--- src/rtl/smi_pkg.sv ---
package smi_pkg;
  localparam int unsigned DATA_W  = 32;
  localparam int unsigned BE_W    = DATA_W / 8;
  localparam int unsigned ADDR_W  = 2;
  localparam int unsigned EOS_BIT = 16;
  localparam int unsigned EOS_LANE = EOS_BIT / 8;

  typedef enum logic [ADDR_W-1:0] {
    ADDR_EN  = 2'd0,
    ADDR_STS = 2'd1,
    ADDR_CTL = 2'd2,
    ADDR_RSV = 2'd3
  } smi_addr_e;
endpackage

--- src/rtl/smi_rst_sync.sv ---
module smi_rst_sync (
  input  logic clk,
  input  logic rst_in_n,
  output logic rst_out_n
);
  logic [1:0] sync_q;

  always_ff @(posedge clk or negedge rst_in_n) begin
    if (!rst_in_n) begin
      sync_q <= 2'b00;
    end else begin
      sync_q <= {sync_q[0], 1'b1};
    end
  end

  assign rst_out_n = sync_q[1];
endmodule

--- src/rtl/smi_enable_reg.sv ---
module smi_enable_reg #(
  parameter int unsigned NUM_SRC = 6,
  localparam int unsigned LANES  = (NUM_SRC + 7) / 8
) (
  input  logic               clk,
  input  logic               rst_n,
  input  logic               wr_sel,
  input  logic [NUM_SRC-1:0] wdata,
  input  logic [LANES-1:0]   be,
  output logic [NUM_SRC-1:0] en_q
);
  logic [NUM_SRC-1:0] bit_we;
  logic [NUM_SRC-1:0] en_d;

  // per-bit write enable from the byte lane that carries the bit
  for (genvar i = 0; i < NUM_SRC; i++) begin : g_bit
    assign bit_we[i] = wr_sel & be[i/8];
  end

  always_comb begin
    en_d = (en_q & ~bit_we) | (wdata & bit_we);
  end

  always_ff @(posedge clk or negedge rst_n) begin
    if (!rst_n) begin
      en_q <= '0;
    end else if (|bit_we) begin
      en_q <= en_d;
    end
  end
endmodule

--- src/rtl/smi_status_reg.sv ---
module smi_status_reg #(
  parameter int unsigned NUM_SRC = 6,
  localparam int unsigned LANES  = (NUM_SRC + 7) / 8
) (
  input  logic               clk,
  input  logic               rst_n,
  input  logic [NUM_SRC-1:0] evt,
  input  logic               clr_sel,
  input  logic [NUM_SRC-1:0] wdata,
  input  logic [LANES-1:0]   be,
  output logic [NUM_SRC-1:0] sts_q
);
  logic [NUM_SRC-1:0] clr_bits;
  logic [NUM_SRC-1:0] sts_d;
  logic               sts_ce;

  for (genvar i = 0; i < NUM_SRC; i++) begin : g_clr
    assign clr_bits[i] = clr_sel & be[i/8] & wdata[i];
  end

  // an arriving event takes priority over a clear of the same bit
  always_comb begin
    sts_d  = (sts_q & ~clr_bits) | evt;
    sts_ce = (|clr_bits) | (|evt);
  end

  always_ff @(posedge clk or negedge rst_n) begin
    if (!rst_n) begin
      sts_q <= '0;
    end else if (sts_ce) begin
      sts_q <= sts_d;
    end
  end
endmodule

--- src/rtl/smi_rearm.sv ---
module smi_rearm #(
  parameter int unsigned BLANK_CYCLES = 4,
  localparam int unsigned CNT_W = $clog2(BLANK_CYCLES + 2)
) (
  input  logic clk,
  input  logic rst_n,
  input  logic eos_w1c,
  input  logic cause,
  output logic eos_q
);
  logic [CNT_W-1:0] blank_q;
  logic [CNT_W-1:0] blank_d;
  logic             eos_d;
  logic             blank_idle;

  assign blank_idle = (blank_q == '0);

  always_comb begin
    if (eos_w1c) begin
      eos_d   = 1'b0;
      blank_d = CNT_W'(BLANK_CYCLES);
    end else begin
      eos_d   = eos_q | (cause & blank_idle);
      blank_d = blank_idle ? blank_q : blank_q - 1'b1;
    end
  end

  always_ff @(posedge clk or negedge rst_n) begin
    if (!rst_n) begin
      eos_q   <= 1'b0;
      blank_q <= '0;
    end else begin
      eos_q   <= eos_d;
      blank_q <= blank_d;
    end
  end
endmodule

--- src/rtl/smi_event_ctrl.sv ---
module smi_event_ctrl
  import smi_pkg::*;
#(
  parameter int unsigned NUM_SRC      = 6,
  parameter int unsigned BLANK_CYCLES = 4,
  localparam int unsigned LANES       = (NUM_SRC + 7) / 8
) (
  input  logic               clk,
  input  logic               sb_rst_n,
  input  logic [ADDR_W-1:0]  reg_addr,
  input  logic               reg_wr,
  input  logic [DATA_W-1:0]  reg_wdata,
  input  logic [BE_W-1:0]    reg_be,
  output logic [DATA_W-1:0]  reg_rdata,
  input  logic [NUM_SRC-1:0] evt_pulse,
  output logic               smi_n
);
  logic               rst_n_sync;
  logic [NUM_SRC-1:0] en_q;
  logic [NUM_SRC-1:0] sts_q;
  logic               eos_q;
  logic               wr_en_sel;
  logic               wr_sts_sel;
  logic               eos_w1c;
  logic               unused_wdata;

  smi_rst_sync u_rst_sync (
    .clk       (clk),
    .rst_in_n  (sb_rst_n),
    .rst_out_n (rst_n_sync)
  );

  // write decode
  assign wr_en_sel  = reg_wr && (reg_addr == ADDR_EN);
  assign wr_sts_sel = reg_wr && (reg_addr == ADDR_STS);
  assign eos_w1c    = reg_wr && (reg_addr == ADDR_CTL) && reg_be[EOS_LANE] && reg_wdata[EOS_BIT];
  assign unused_wdata = ^reg_wdata;

  smi_enable_reg #(.NUM_SRC(NUM_SRC)) u_en (
    .clk    (clk),
    .rst_n  (rst_n_sync),
    .wr_sel (wr_en_sel),
    .wdata  (reg_wdata[NUM_SRC-1:0]),
    .be     (reg_be[LANES-1:0]),
    .en_q   (en_q)
  );

  smi_status_reg #(.NUM_SRC(NUM_SRC)) u_sts (
    .clk     (clk),
    .rst_n   (rst_n_sync),
    .evt     (evt_pulse),
    .clr_sel (wr_sts_sel),
    .wdata   (reg_wdata[NUM_SRC-1:0]),
    .be      (reg_be[LANES-1:0]),
    .sts_q   (sts_q)
  );

  smi_rearm #(.BLANK_CYCLES(BLANK_CYCLES)) u_rearm (
    .clk     (clk),
    .rst_n   (rst_n_sync),
    .eos_w1c (eos_w1c),
    .cause   (|(sts_q & en_q)),
    .eos_q   (eos_q)
  );

  // read mux
  always_comb begin
    reg_rdata = '0;
    unique case (reg_addr)
      ADDR_EN:  reg_rdata[NUM_SRC-1:0] = en_q;
      ADDR_STS: reg_rdata[NUM_SRC-1:0] = sts_q;
      ADDR_CTL: reg_rdata[EOS_BIT]     = eos_q;
      default:  reg_rdata = '0;
    endcase
  end

  assign smi_n = ~eos_q;
endmodule

--- config.mk ---
export PLATFORM = sky130hd
export DESIGN_NAME = smi_event_ctrl
export DESIGN_NICKNAME = d
export VERILOG_FILES = /design/src/rtl/smi_pkg.sv /design/src/rtl/smi_rst_sync.sv /design/src/rtl/smi_enable_reg.sv /design/src/rtl/smi_status_reg.sv /design/src/rtl/smi_rearm.sv /design/src/rtl/smi_event_ctrl.sv
export SDC_FILE = /design/constraint.sdc
export NUM_CORES = 1
export LEC_CHECK = 0
export CORE_MARGIN = 2
export CORE_UTILIZATION = 36
export CTS_BUF_LIST = sky130_fd_sc_hd__clkbuf_8 sky130_fd_sc_hd__clkbuf_16
export DETAILED_ROUTE_END_ITERATION = 10
export PLACE_DENSITY = 0.85
export SLEW_MARGIN = 20
export SYNTH_ARGS = -nofsm -noshare
export SYNTH_HDL_FRONTEND = slang
export SYNTH_SLANG_ARGS = --single-unit
--- constraint.sdc ---
create_clock -name clk -period 1.3 [get_ports clk]
set_clock_uncertainty 0.1 [all_clocks]
set_input_delay 0.13 -clock clk [delete_from_list [all_inputs] [get_ports clk]]
set_output_delay 0.13 -clock clk [all_outputs]
set_load 0.02 [all_outputs]
# == After elaboration in Yosys (flattened, before gate mapping) ==
# Cells that the tools add are included.
# word_totals
inputBits,47
elab_cells,44
out_inout_bits,33
mem_count,0
mem_bits_ro,0
ram_bits,0
reg_bits,18
latchBits,0
# op_classes
add_sub_neg,1
n_bitwise,20
div_mod_pow,0
reduce_logical,10
n_shift,0
multipliers,0
muxes,5
magnitude_cmp,0
n_eq_ne,3
# ops
op,n
bitwise AND 6 bit,4
OR reduction 6 bit,3
inverter 6 bit,2
OR 6 bit,2
case mux 6 bit (2 select lines),1
bitwise AND 1 bit,9
2-to-1 mux 3 bit,2
logical AND 1 bit,5
zero test 3 bit,1
"subtractor 3 x 1 -> 3 bit, second input constant",1
"== test 2 x 1 -> 1 bit, second input constant",1
"== test 2 bit, second input constant",1
zero test 2 bit,1
2-to-1 mux 1 bit,2
"inequality test 2 bit, second input constant",1
OR 1 bit,2
inverter 1 bit,1

# == Depth between registers and ports, before layout ==
# logic_depth
word_depth,7
mapped_depth,5
depth_no_buf,5

# == Cells and area by module ==
# A second synthesis with hierarchy kept.
# unflattened
cells_unflattened,104
area_unflattened_um2,1113.6
# modules_own_cells
module,n_inst,seq_area_each_um2,cells_each,area_each_um2
smi_event_ctrl,1,0.0,50,361.6
smi_enable_reg,1,150.1,13,251.5
smi_status_reg,1,150.1,18,225.2
smi_rearm,1,100.1,20,221.5
smi_rst_sync,1,50.0,3,53.8

# == Least setup slack after synthesis ==
# OpenSTA, ideal clock, no wires.
# synth_path
path_type,reg2reg
startpoint,register u_rearm.blank_q[0]
endpoint,register u_rearm.eos_q
synth_period_minus_slack_ps,1208
stages_incl_launch_ff,6
arrival_time_ps,1030
required_ps,1123
setup_time_ps,77
path_buffers,0
setup_slack_ps,92
cell_sequence,dfrtp_1 -> inv_1 -> ha_1 -> nand2b_1 -> a31o_2 -> a21oi_1
# synth_via
elab_chain_cells,4
# synth_lines
element,line_no,text
from (decl),smi_rearm.sv:11,logic [CNT_W-1:0] blank_q;
from (signal assigned),smi_rearm.sv:34,blank_q <= blank_d;
zero test 3 bit,smi_rearm.sv:16,assign blank_idle = (blank_q == '0);
bitwise AND 1 bit,smi_rearm.sv:23,eos_d = eos_q | (cause & blank_idle);
OR 1 bit,smi_rearm.sv:23,
2-to-1 mux 1 bit,smi_rearm.sv:19,if (eos_w1c) begin
net u_rearm.eos_d,smi_rearm.sv:13,logic eos_d;
to (signal assigned),smi_rearm.sv:33,eos_q <= eos_d;
to (decl),smi_rearm.sv:9,output logic eos_q
# The timed path passes the listed nets, and every way through them passes these cells.
# A chain may end at the register's enable or synchronous reset.

==> impl_results.md <==
- Clk root buf: clkbuf_8
- Slew Viols, Final: 0
- Cts bufs inserted: 3
- Core box area: 2780 um^2
- # fillers: 248
- ANT cells: 0
- Post-Place Worst Slack: -0.545 ns
- Share of total power in the clock network: 19.8%
- Total grt overflow: 0
- Row count: 19
- PortBufs: 27
- Crit path cell chain: dlygate4sd2_1, buf_6, buf_4, nor3_4, buf_6, mux2_2
- DP Area: 1400 um^2
- Comb power frac: 42.0%
- First-pass GRT wire length: 3.75 mm
- Sequential fraction of the synthesis area: 42.3%
- Mapped Area: 1060 um^2
- Routed wire length per instance: 12.8 um
- Pwr Density: 1320 nW/um^2
- P_leak: 0.714 nW
- Later-pin clock latency in the skew report: 0.25 ns
- Final Critical Period: 1.27 ns
- R2R setup slack: 0.05 ns
- Via count: 843
- R2R Path Start: u_rearm.blank_q[0]$_DFFE_PN0P_
- Post-route cell area: 1470 um^2
- Status: completed
- Worst path max stage delay: 0.33 ns
- Final Util: 52.9%
- Worst path required time: 1.33 ns
- Fin. Hold Viols: 0
- Post-route antenna net violation count: 0
- Routed WL: 2.34 mm
- Crit-path max FO: 8
- R2R depth: 5
- Total GRT Usage: 14.9%
- RR Endpoint: u_rearm.eos_q$_DFF_PN0_
- Num ports: 80
- Number of global-route vias before repair: 864
- Net switching power: 0.647 mW
- Routed vias/inst: 4.63
- Post-route setup TNS: 0 ns
- Max cap viols: 0
- Final Setup Violations: 0
- Post-synth cell types: 24
- Die area: 3410 um^2
- Die Ht: 58.4 um
- Critical Path Sink Type: flip-flop
- Routability cong.: 0.765
- Power Internal: 1.30 mW
- H-tree depth: 1
- Initial antenna violation count: 0
- Final setup margin: 0.0322 ns
- Cell count after synthesis: 103
- YS warnings: 0
- Most common cell on crit path: buf_6
- Nets: 202
- RSZ-0062 raised after global routing: true
- #FFs+latches synth: 18
- CP Class: input pin to flip-flop
- Clock Sinks: 18
- DRC errors left: 0
- Share of layout cells above drive strength 1: 29.8%
- CTS tree: yes
- CTS Buffer Depth: 2
- Slowest CP cell: mux2_2
- Hold Path Class: flip-flop to async pin
- Die X: 58.4 um
- Clk slew on worst S/H paths: 0.07 ns
- Sequential share of power: 38.2%
- Arrival @ worst endpoint: 1.30 ns
- Largest net degree at the start of global routing: 17
- Peak supply drop: 1050 uV
- Crit path max-delay family: buffers and inverters
- Drt first pass iters: 4
- Final worst-path cycle share: 97.5%
- Hold Slack: 0.0891 ns
- Synthesized area per cell: 10.3 um^2
- CP bufs+invs: 4
- Switch share: 33.2%
- Starting DRT DRC Count: 14
- Maximum clock frequency: 789 MHz
- Synth-to-layout area growth: 38.3%
- Starting Density: 38.3%
- Setup crit start kind: input pin
- DP HPWL: 1.81 mm
-- repair_timing --
item	in CTS	in global routing
setup buffers	1	1
resized for setup	39	8
endpoints found under the setup margin	22	12
hold endpoints to repair	2	0
gates cloned	0	0
hold buffers	1	0
pin swaps	2	1
-- per-stage QoR --
step | instances | power [mW]
detailed placement | 176 | 1.48
finish | 182 | 1.95
global placement | 176 | 1.43
floorplan | 127 | 1.22
CTS | 181 | 1.93
global route | 182 | 2.05
-- kinds of logic after synthesis --
group	share of synthesized area (%)
muxes	12.9
buffers and inverters	20.9
xor gates and xnor gates	0.823
DFF	42.3
other	0.705
and+or+nand+nor	11.6
AOI/OAI and AO/OA	8.34
adders and majority gates	2.35
-- layer usage --
metal  vias up  GRT usage [%]  share of wire (%)
met4         0           5.98               0.51
met5         -              0                  0
met3         2           2.20                7.1
met1       408           13.7                 34
li1        391              -                  -
met2        42           31.3                 59
-- synth_stat cells, drive strengths merged --
cell type | instances | area share, %
conb | 2 | 0.71
nor2b | 1 | 0.59
inv | 3 | 1.1
mux2i | 7 | 6.6
and4b | 1 | 0.94
dfrtp | 18 | 42
a21o | 6 | 4.2
xnor2 | 1 | 0.82
and2 | 1 | 0.59
a22oi | 3 | 2.1
a211oi | 1 | 0.71
ha | 2 | 2.3
mux2 | 6 | 6.3
a31o | 1 | 0.82
nor2 | 9 | 3.2
nor3 | 1 | 1.5
nand2 | 8 | 2.8
buf | 28 | 20
nand2b | 1 | 0.59
and4 | 1 | 0.82
nand4 | 1 | 0.59
a21oi | 1 | 0.47
-- placed cells by master, fill, tap and decap left out, types with 2 or more instances in the layout --
cell type / Yosys / routed
buf_6: 1 / 4
conb_1: 2 / 26
mux2i_1: 7 / 7
buf_2: 1 / 5
dlygate4sd2_1: 0 / 3
dfrtp_1: 18 / 18
nand2_1: 8 / 7
a22oi_1: 3 / 3
mux2_2: 6 / 6
nor2_1: 9 / 9
clkdlybuf4s50_1: 0 / 15
buf_4: 26 / 19
clkbuf_8: 0 / 3
inv_1: 3 / 2
a21o_1: 6 / 6
-- worst max path at each step --
stage / from / slack [ns] / cells after the start / end
floorplan: u_rearm.blank_q[0]$_DFFE_PN0P_ / 0.09 / 5 / u_rearm.eos_q$_DFF_PN0_
detailed placement: reg_addr[0] / -0.54 / 5 / reg_rdata[2]
CTS: reg_addr[0] / 0.004 / 5 / reg_rdata[16]
finish: reg_addr[0] / 0.03 / 6 / flip-flop
global route: u_rearm.eos_q$_DFF_PN0_ / -0.007 / 2 / smi_n
global placement: reg_addr[0] / -0.52 / 5 / reg_rdata[16]
-- cell type report --
type | count | area, um^2 | share of cell area [%]
inverters | 3 | 11.3 | 0.765
repair buffers | 49 | 422 | 28.6
well taps | 31 | 38.8 | 2.63
flip-flops and latches | 18 | 450 | 30.6
clock buffers | 3 | 41.3 | 2.80
multi-input cells | 78 | 509 | 34.6
-- power by group through the flow --
stage / logic [mW] / clock network (mW) / registers [mW]
floorplan: 0.475 / 0 / 0.744
global placement: 0.691 / 0 / 0.736
detailed placement: 0.730 / 0 / 0.753
CTS: 0.801 / 0.385 / 0.745
global route: 0.883 / 0.414 / 0.756
finish: 0.818 / 0.385 / 0.743
No activity file was read; power rests on OpenSTA's default activity.
